===== src/rtl/rxbd_pkg.sv =====
`timescale 1ns/1ps
package rxbd_pkg;
  localparam int WORD_W    = 32;
  localparam int LANES     = WORD_W / 8;
  localparam int LEN_W     = 16;
  localparam int BD_STRIDE = 8;
  localparam int PTR_OFS   = 4;
  localparam int OWN_BIT   = WORD_W - 1;
  localparam int WRAP_BIT  = WORD_W - 3;
  localparam int IRQ_BIT   = WORD_W - 4;

  typedef enum logic [2:0] {
    ST_IDLE,
    ST_BD_STAT,
    ST_BD_PTR,
    ST_FILL,
    ST_STORE,
    ST_CLOSE,
    ST_DROP
  } rx_state_e;

  typedef struct packed {
    logic       cam_miss;
    logic       promisc;
    logic       bcast;
    logic       mcast;
    logic [5:0] err;
  } frame_flags_t;

  function automatic logic [WORD_W-1:0] close_word(
    input logic             wrap,
    input logic             irq,
    input logic             last,
    input logic             first,
    input frame_flags_t     fl,
    input logic [LEN_W-1:0] len
  );
    logic [9:0] tail;
    tail = last ? fl : '0;
    return {1'b0, 1'b0, wrap, irq, last, first, tail, len};
  endfunction
endpackage


===== src/rtl/rxbd_ring_ptr.sv =====
`timescale 1ns/1ps
module rxbd_ring_ptr
  import rxbd_pkg::*;
#(
  parameter int ADDR_W = 32
) (
  input  logic              clk,
  input  logic              rst_n,
  input  logic [ADDR_W-1:0] base,
  input  logic              step,
  input  logic              wrap,
  output logic [ADDR_W-1:0] bd_addr
);
  logic              at_base_q, at_base_d;
  logic [ADDR_W-1:0] ptr_q, ptr_d;

  assign bd_addr = at_base_q ? base : ptr_q;

  always_comb begin
    at_base_d = at_base_q;
    ptr_d     = ptr_q;
    if (step) begin
      if (wrap) begin
        at_base_d = 1'b1;
      end else begin
        at_base_d = 1'b0;
        ptr_d     = bd_addr + ADDR_W'(BD_STRIDE);
      end
    end
  end

  always_ff @(posedge clk or negedge rst_n) begin
    if (!rst_n) begin
      at_base_q <= 1'b1;
      ptr_q     <= '0;
    end else if (step) begin
      at_base_q <= at_base_d;
      ptr_q     <= ptr_d;
    end
  end
endmodule


===== src/rtl/rxbd_len_track.sv =====
`timescale 1ns/1ps
module rxbd_len_track #(
  parameter int LEN_W = 16
) (
  input  logic             clk,
  input  logic             rst_n,
  input  logic             frame_start,
  input  logic             buf_start,
  input  logic             push,
  input  logic [LEN_W-1:0] max_len,
  output logic [LEN_W-1:0] buf_cnt,
  output logic [LEN_W-1:0] frame_cnt,
  output logic             fill_hit
);
  logic [LEN_W-1:0] buf_d, frame_d;

  assign fill_hit = (buf_cnt + LEN_W'(1)) == max_len;

  always_comb begin
    buf_d   = buf_cnt;
    frame_d = frame_cnt;
    if (buf_start)   buf_d   = '0;
    if (frame_start) frame_d = '0;
    if (push) begin
      buf_d   = buf_cnt + LEN_W'(1);
      frame_d = frame_cnt + LEN_W'(1);
    end
  end

  always_ff @(posedge clk or negedge rst_n) begin
    if (!rst_n) begin
      buf_cnt   <= '0;
      frame_cnt <= '0;
    end else begin
      if (buf_start | push)   buf_cnt   <= buf_d;
      if (frame_start | push) frame_cnt <= frame_d;
    end
  end
endmodule


===== src/rtl/rxbd_byte_packer.sv =====
`timescale 1ns/1ps
module rxbd_byte_packer #(
  parameter int WORD_W = 32
) (
  input  logic                clk,
  input  logic                rst_n,
  input  logic                clear,
  input  logic                push,
  input  logic [7:0]          din,
  output logic [WORD_W-1:0]   word,
  output logic [WORD_W/8-1:0] strb,
  output logic                lane_last
);
  localparam int LANES  = WORD_W / 8;
  localparam int LANE_W = (LANES > 1) ? $clog2(LANES) : 1;

  logic [LANE_W-1:0] lane_q;

  assign lane_last = (lane_q == LANE_W'(LANES - 1));

  always_ff @(posedge clk or negedge rst_n) begin
    if (!rst_n) begin
      lane_q <= '0;
    end else if (clear) begin
      lane_q <= '0;
    end else if (push) begin
      lane_q <= lane_q + LANE_W'(1);
    end
  end

  for (genvar g = 0; g < LANES; g++) begin : g_lane
    logic [7:0] byte_q;
    logic       strb_q;
    logic       hit;

    assign hit = push && (lane_q == LANE_W'(g));

    always_ff @(posedge clk or negedge rst_n) begin
      if (!rst_n) begin
        byte_q <= '0;
      end else if (hit) begin
        byte_q <= din;
      end
    end

    always_ff @(posedge clk or negedge rst_n) begin
      if (!rst_n) begin
        strb_q <= 1'b0;
      end else if (clear) begin
        strb_q <= 1'b0;
      end else if (hit) begin
        strb_q <= 1'b1;
      end
    end

    assign word[WORD_W-1-8*g -: 8] = byte_q;
    assign strb[LANES-1-g]         = strb_q;
  end
endmodule


===== src/rtl/rxbd_ring_engine.sv =====
`timescale 1ns/1ps
module rxbd_ring_engine
  import rxbd_pkg::*;
#(
  parameter int ADDR_W = 32
) (
  input  logic              clk,
  input  logic              rst_n,
  input  logic [ADDR_W-1:0] cfg_ring_base,
  input  logic [15:0]       cfg_buf_max,
  input  logic              rx_valid,
  output logic              rx_ready,
  input  logic [7:0]        rx_data,
  input  logic              rx_sof,
  input  logic              rx_eof,
  input  logic [5:0]        rx_err,
  input  logic              rx_bcast,
  input  logic              rx_mcast,
  input  logic              rx_promisc,
  input  logic              rx_cam_en,
  input  logic              rx_cam_miss,
  output logic              mem_req,
  output logic              mem_we,
  output logic [ADDR_W-1:0] mem_addr,
  output logic [31:0]       mem_wdata,
  output logic [3:0]        mem_wstrb,
  input  logic              mem_ack,
  input  logic [31:0]       mem_rdata,
  output logic              ev_rxb,
  output logic              ev_rxf,
  output logic              ev_busy
);
  rx_state_e         state_q, state_d;
  logic [ADDR_W-1:0] bd_addr;
  logic [ADDR_W-1:0] dat_q;
  logic              bd_wrap_q, bd_irq_q;
  logic              first_q, end_q, full_q;
  frame_flags_t      flags_q, flags_in;
  logic              ev_rxb_q, ev_rxf_q, ev_busy_q;

  logic              push, pk_clear, frame_start, buf_start, ring_step;
  logic              own_hit, busy_hit, store_done, accept_eof;
  logic [WORD_W-1:0] pk_word;
  logic [LANES-1:0]  pk_strb;
  logic              lane_last;
  logic [LEN_W-1:0]  buf_cnt, frame_cnt;
  logic              fill_hit;

  rxbd_ring_ptr #(.ADDR_W(ADDR_W)) i_ring_ptr (
    .clk     (clk),
    .rst_n   (rst_n),
    .base    (cfg_ring_base),
    .step    (ring_step),
    .wrap    (bd_wrap_q),
    .bd_addr (bd_addr)
  );

  rxbd_len_track #(.LEN_W(LEN_W)) i_len_track (
    .clk         (clk),
    .rst_n       (rst_n),
    .frame_start (frame_start),
    .buf_start   (buf_start),
    .push        (push),
    .max_len     (cfg_buf_max),
    .buf_cnt     (buf_cnt),
    .frame_cnt   (frame_cnt),
    .fill_hit    (fill_hit)
  );

  rxbd_byte_packer #(.WORD_W(WORD_W)) i_packer (
    .clk       (clk),
    .rst_n     (rst_n),
    .clear     (pk_clear),
    .push      (push),
    .din       (rx_data),
    .word      (pk_word),
    .strb      (pk_strb),
    .lane_last (lane_last)
  );

  assign flags_in = '{cam_miss: rx_cam_en & rx_cam_miss,
                      promisc:  rx_promisc,
                      bcast:    rx_bcast,
                      mcast:    rx_mcast,
                      err:      rx_err};

  // next-state and bus control
  always_comb begin
    state_d     = state_q;
    rx_ready    = 1'b0;
    push        = 1'b0;
    pk_clear    = 1'b0;
    frame_start = 1'b0;
    buf_start   = 1'b0;
    ring_step   = 1'b0;
    own_hit     = 1'b0;
    busy_hit    = 1'b0;
    store_done  = 1'b0;
    accept_eof  = 1'b0;
    mem_req     = 1'b0;
    mem_we      = 1'b0;
    mem_addr    = bd_addr;
    mem_wdata   = '0;
    mem_wstrb   = '0;
    unique case (state_q)
      ST_IDLE: begin
        rx_ready = rx_valid & ~rx_sof;
        if (rx_valid && rx_sof) begin
          frame_start = 1'b1;
          state_d     = ST_BD_STAT;
        end
      end
      ST_BD_STAT: begin
        mem_req = 1'b1;
        if (mem_ack) begin
          own_hit  = mem_rdata[OWN_BIT];
          busy_hit = ~mem_rdata[OWN_BIT];
          state_d  = mem_rdata[OWN_BIT] ? ST_BD_PTR : ST_DROP;
        end
      end
      ST_BD_PTR: begin
        mem_req  = 1'b1;
        mem_addr = bd_addr + ADDR_W'(PTR_OFS);
        if (mem_ack) begin
          buf_start = 1'b1;
          pk_clear  = 1'b1;
          state_d   = ST_FILL;
        end
      end
      ST_FILL: begin
        rx_ready = 1'b1;
        if (rx_valid) begin
          push       = 1'b1;
          accept_eof = rx_eof;
          if (rx_eof || fill_hit || lane_last) state_d = ST_STORE;
        end
      end
      ST_STORE: begin
        mem_req   = 1'b1;
        mem_we    = 1'b1;
        mem_addr  = dat_q;
        mem_wdata = pk_word;
        mem_wstrb = pk_strb;
        if (mem_ack) begin
          store_done = 1'b1;
          pk_clear   = 1'b1;
          state_d    = (end_q || full_q) ? ST_CLOSE : ST_FILL;
        end
      end
      ST_CLOSE: begin
        mem_req   = 1'b1;
        mem_we    = 1'b1;
        mem_wdata = close_word(bd_wrap_q, bd_irq_q, end_q, first_q, flags_q,
                               end_q ? frame_cnt : buf_cnt);
        mem_wstrb = '1;
        if (mem_ack) begin
          ring_step = 1'b1;
          state_d   = end_q ? ST_IDLE : ST_BD_STAT;
        end
      end
      ST_DROP: begin
        rx_ready = 1'b1;
        if (rx_valid && rx_eof) state_d = ST_IDLE;
      end
      default: state_d = ST_IDLE;
    endcase
  end

  // registers
  always_ff @(posedge clk or negedge rst_n) begin
    if (!rst_n) begin
      state_q   <= ST_IDLE;
      bd_wrap_q <= 1'b0;
      bd_irq_q  <= 1'b0;
      dat_q     <= '0;
      first_q   <= 1'b0;
      end_q     <= 1'b0;
      full_q    <= 1'b0;
      flags_q   <= '0;
      ev_rxb_q  <= 1'b0;
      ev_rxf_q  <= 1'b0;
      ev_busy_q <= 1'b0;
    end else begin
      state_q <= state_d;
      if (own_hit) begin
        bd_wrap_q <= mem_rdata[WRAP_BIT];
        bd_irq_q  <= mem_rdata[IRQ_BIT];
      end
      if (buf_start) begin
        dat_q <= mem_rdata[ADDR_W-1:0];
      end else if (store_done) begin
        dat_q <= dat_q + ADDR_W'(LANES);
      end
      if (frame_start)    first_q <= 1'b1;
      else if (ring_step) first_q <= 1'b0;
      if (frame_start)     end_q <= 1'b0;
      else if (accept_eof) end_q <= 1'b1;
      if (buf_start)           full_q <= 1'b0;
      else if (push & fill_hit) full_q <= 1'b1;
      if (accept_eof) flags_q <= flags_in;
      ev_rxb_q  <= ring_step & bd_irq_q & ~end_q;
      ev_rxf_q  <= ring_step & bd_irq_q & end_q;
      ev_busy_q <= busy_hit;
    end
  end

  assign ev_rxb  = ev_rxb_q;
  assign ev_rxf  = ev_rxf_q;
  assign ev_busy = ev_busy_q;
endmodule


===== config.mk =====
export PLATFORM = sky130hd
export DESIGN_NAME = rxbd_ring_engine
export DESIGN_NICKNAME = d
export VERILOG_FILES = /design/src/rtl/rxbd_pkg.sv /design/src/rtl/rxbd_ring_ptr.sv /design/src/rtl/rxbd_len_track.sv /design/src/rtl/rxbd_byte_packer.sv /design/src/rtl/rxbd_ring_engine.sv
export SDC_FILE = /design/constraint.sdc
export NUM_CORES = 1
export LEC_CHECK = 0
export BUFFER_PORTS_ARGS = -buffer_cell sky130_fd_sc_hd__buf_2
export CORE_MARGIN = 8
export CORE_UTILIZATION = 45
export DETAILED_ROUTE_END_ITERATION = 10
export PLACE_DENSITY = 0.76
export SYNTH_ARGS = -nofsm -noshare
export SYNTH_HDL_FRONTEND = slang
export SYNTH_SLANG_ARGS = --single-unit

===== constraint.sdc =====
create_clock -name clk -period 5.5 [get_ports clk]
set_input_delay 1.1 -clock clk [delete_from_list [all_inputs] [get_ports clk]]
set_output_delay 1.1 -clock clk [all_outputs]
set_load 0.01 [all_outputs]

==> impl_table.tex <==
\begin{tabular}{lr}
\hline
Metric & Value \\
\hline
\multicolumn{2}{l}{\textbf{STA}} \\
Slew at the pin closest to its max-slew limit & 1.101 ns \\
Number of failing hold endpoints at the final stage & 0 \\
Post-layout min period & 4.803 ns \\
Final setup violating endpoints & 0 \\
Unrepaired setup endpoints after global routing & false \\
Slew HR & 26.62\% \\
Total count of max-transition violations in the final report & 0 \\
Fin Clk Skew & 0.01270 ns \\
Share of the cycle needed by the critical path after routing & 87.33\% \\
Total negative slack & 0 ns \\
FMAX & 208.2 MHz \\
\multicolumn{2}{l}{\textbf{Clock network}} \\
Level count of the clock H-tree & 4 \\
TritonCTS Buffers & 17 \\
Number of buffers inserted to repair setup after CTS & 0 \\
Sinks on Clock Net & 156 \\
Longest Clk Path Bufs & 2 \\
Clock-pin slew on the worst setup and hold paths & 0.07 ns \\
Number of buffers added to fix hold violations after cts & 0 \\
Clock Tree Root & clkbuf\_16 \\
Clock network latency to the later pin of the worst-skew pair & 0.44 ns \\
Number of cells upsized or downsized after cts & 0 \\
TritonCTS clock tree & yes \\
\multicolumn{2}{l}{\textbf{Global route}} \\
Maximum number of pins on one net before global-route repair & 93 \\
Number of antenna violations at the first check in global routing & 0 \\
Number of global-route vias before repair & 9,766 \\
Global-route total usage across every layer & 23.35\% \\
Global-route wire length before repair & 52.52 mm \\
Overflow left after global routing & 0 \\
\multicolumn{2}{l}{\textbf{Yosys}} \\
Sequential area share after synthesis & 38.64\% \\
Number of nets produced by synthesis & 1,295 \\
Number of instances in the synthesized netlist & 1,181 \\
Number of enable flip-flop cells after synthesis & 0 \\
Async SR Flop Fraction & 100.0\% \\
Cell area after technology mapping & 10,110 sq um \\
Average instance area after synthesis & 8.558 sq um \\
Commonest register cell after synthesis & dfrtp\_1 \\
Yosys cell types & 71 \\
\#FFs+latches synth & 156 \\
Yosys synthesis warning count & 0 \\
\multicolumn{2}{l}{\textbf{Critical path}} \\
Capturing point of the worst reg2reg path & dat\_q[6] \\
Register-to-register setup slack & 2.01 ns \\
Number of cell instances on the worst register-to-register path & 6 \\
Startpoint of the lowest-slack register-to-register path & state\_q[0] \\
Required time of the worst setup path & 4.40 ns \\
Data arrival time of the worst path & 3.70 ns \\
Maximum fanout encountered on the critical timing path & 40 \\
Critical path origin & i\_ring\_ptr.at\_base\_q \\
Kind of capture point of the worst setup path & output pin \\
Setup CP Type & reg -> out \\
Sort of element at the start of the critical path & flop \\
\multicolumn{2}{l}{\textbf{Detailed routing}} \\
Via density & 6.009 \\
Met1 WL & 13.68 mm \\
ANT nets after route & 0 \\
Post-detailed-route wirelength per cell & 19.79 um \\
Total number of vias & 9,747 \\
Total DRC errors in the routed layout & 0 \\
Sum of met3 wire segment lengths after detailed routing & 2.683 mm \\
Final wirelength & 32.11 mm \\
Met2 Wirelength & 15.31 mm \\
Top layer reached by signal wires & met4 \\
Number of DRC markers after the initial detailed-route iteration & 1,017 \\
1st-pass router iterations & 6 \\
\multicolumn{2}{l}{\textbf{Hold path}} \\
Endpoint of the worst hold-timing path & dat\_q[0] \\
Hold Crit Class & reg -> reg \\
Instance count along the most critical hold path & 2 \\
Hold path startpoint & dat\_q[0] \\
\multicolumn{2}{l}{\textbf{Cells and area}} \\
Final standard cell count with taps included and fillers excluded & 1,622 \\
Inserted Diodes & 0 \\
Sequential standard cell area & 3905 sq um \\
Final design instance area without fill & 11,790 sq um \\
Post-layout nets & 1,438 \\
Multi-input logic area & 5813 sq um \\
Fill cell count & 2,088 \\
Fraction of layout instances using a drive strength above 1 & 21.91\% \\
Signed area change from the synthesized netlist to the final layout & 16.68\% \\
\multicolumn{2}{l}{\textbf{Floorplanning}} \\
Row Count & 55 \\
Initial core utilization & 45.19\% \\
Top-Level Pins & 179 \\
Area inside the core boundary & 22,370 sq um \\
Die height & 165.9 um \\
Die area & 27,510 sq um \\
Width of the die & 165.9 um \\
\multicolumn{2}{l}{\textbf{Place}} \\
Placement-stage cell area & 11,210 sq um \\
Final HPWL from detailed placement & 23.32 mm \\
Number of placed cells counting well taps & 1,590 \\
Count of input and output buffers & 178 \\
Placer congestion estimate & 0.9252 \\
\multicolumn{2}{l}{\textbf{Flow run}} \\
\# Max-Cap Violations & 0 \\
\multicolumn{2}{l}{\textbf{Power and ir drop}} \\
Power density over cell area & 469.9 nW/um\^{}2 \\
Worst IR Drop VDD & 0.2252 mV \\
Tot Pwr & 5541 uW \\
Leakage & 0.005266 uW \\
\multicolumn{2}{l}{\textbf{Status}} \\
Outcome & complete, no violations \\
\hline
\end{tabular}
-- where the power goes --
group	switching, uW	internal, uW	total, uW
registers	383	1520	1900
clock network	552	640	1190
logic	1470	980	2450
-- critical path: stages (launching register included) --
cell	delay, ns
dfstp_2	0.89
buf_4	0.54
nand3_1	0.25
a22oi_1	0.52
nand4_2	0.32
nor3_2	0.27
xor2_1	0.16
o221ai_1	0.13
buf_2	0.17
-- area by class of cell --
class | count | area share [%]
Clock inverter | 15 | 1.347
Inverter | 27 | 0.8594
Tap cell | 285 | 3.024
Multi-Input combinational cell | 926 | 49.29
Sequential cell | 156 | 33.11
Clock buffer | 17 | 3.607
Timing Repair Buffer | 196 | 8.753
-- cells in the final DEF, fill, tap and decap left out, drive strengths merged, types with 7 or more instances in the layout --
cell type,count
xnor2,35
clkbuf,17
nor4,7
dfrtp,155
nor2,86
a22oi,13
ha,9
a21oi,62
o22ai,22
a22o,16
mux2,49
buf,196
mux2i,49
nand2,174
xor2,34
nor3,23
inv,33
nand3b,16
a31oi,12
o21ai,117
and2,12
nand4,26
and3,14
o221ai,16
nand3,52
-- cell families (layout without fill, tap and decap cells) --
group / after synthesis / in the layout / synth area share (%)
compound gates: 309 / 309 / 19.11
xor+xnor: 69 / 69 / 5.979
fa+ha+maj: 9 / 9 / 1.114
buf+inv: 99 / 255 / 3.899
flops: 156 / 156 / 38.64
mux: 98 / 98 / 10.31
simple gates: 441 / 441 / 20.95
-- metrics by stage --
stage / setup slack (ns) / hold WS [ns] / utilization [%]
2_1_floorplan: 1.361 / 0.4447 / -
3_3_place_gp: 1.107 / 0.4591 / 50.11
3_5_place_dp: 1.027 / 0.4633 / 50.11
4_1_cts: 0.6986 / 0.4800 / 52.73
5_1_grt: 0.4444 / 0.5049 / 52.73
6_report: 0.6971 / 0.4791 / 52.73
-- how the worst max path moves through the flow --
stage | endpoint | cells past startpoint
after floorplan | mem_addr[24] | 10
after global placement | mem_addr[31] | 11
after detailed placement | mem_addr[31] | 11
after CTS | mem_addr[31] | 8
after global routing | mem_addr[27] | 8
final | mem_addr[27] | 8
-- registers in the layout, indices dropped and copies added (netlist names), 2 cells and up --
| register | flops |
|---|---|
| i_ring_ptr.ptr_q | 32 |
| dat_q | 32 |
| i_len_track.frame_cnt | 16 |
| i_packer.g_lane.strb_q | 4 |
| i_packer.lane_q | 2 |
| i_len_track.buf_cnt | 16 |
| state_q | 3 |
| i_packer.g_lane.byte_q | 32 |
| flags_q | 10 |
-- routing by layer --
metal / up-vias / track usage [%]
li1: 4568 / -
met1: 4694 / 29.80
met2: 447 / 39.35
met3: 38 / 5.776
met4: 0 / 5.138
met5: - / 0
-- Yosys cell counts (3+ instances only) --
| cell type | count | area, sq um |
|---|---|---|
| nand2b_1 | 3 | 18.77 |
| a211oi_1 | 5 | 37.54 |
| a22oi_1 | 13 | 97.59 |
| o31ai_1 | 6 | 45.04 |
| and2_1 | 12 | 75.07 |
| xor2_1 | 34 | 297.8 |
| o41ai_1 | 3 | 26.28 |
| mux2i_1 | 49 | 490.5 |
| nand3_1 | 51 | 255.2 |
| o22ai_1 | 22 | 137.6 |
| buf_1 | 5 | 18.77 |
| and4_1 | 3 | 26.28 |
| dfrtp_1 | 155 | 3879 |
| o21ai_0 | 116 | 580.6 |
| nand4_1 | 24 | 150.1 |
| a221oi_1 | 3 | 26.28 |
| nor4_1 | 6 | 37.54 |
| nand2_1 | 174 | 653.1 |
| mux2_2 | 49 | 551.8 |
| a21oi_1 | 62 | 310.3 |
| inv_1 | 27 | 101.4 |
| a31oi_1 | 12 | 75.07 |
| a311oi_1 | 3 | 26.28 |
| nor2_1 | 86 | 322.8 |
| a2bb2oi_1 | 5 | 43.79 |
| xnor2_1 | 35 | 306.5 |
| buf_2 | 6 | 30.03 |
| o21a_1 | 4 | 30.03 |
| clkbuf_1 | 58 | 217.7 |
| o221ai_1 | 16 | 140.1 |
| or3_1 | 4 | 25.02 |
| nor2b_1 | 6 | 37.54 |
| o32ai_1 | 3 | 26.28 |
| nor3b_1 | 4 | 30.03 |
| a22o_1 | 16 | 140.1 |
| and3_1 | 14 | 87.58 |
| or2_2 | 3 | 18.77 |
| nand3b_1 | 15 | 112.6 |
| ha_1 | 9 | 112.6 |
| nor3_1 | 21 | 105.1 |
| nand4b_1 | 3 | 26.28 |
No activity file was read; power rests on OpenSTA's default activity.
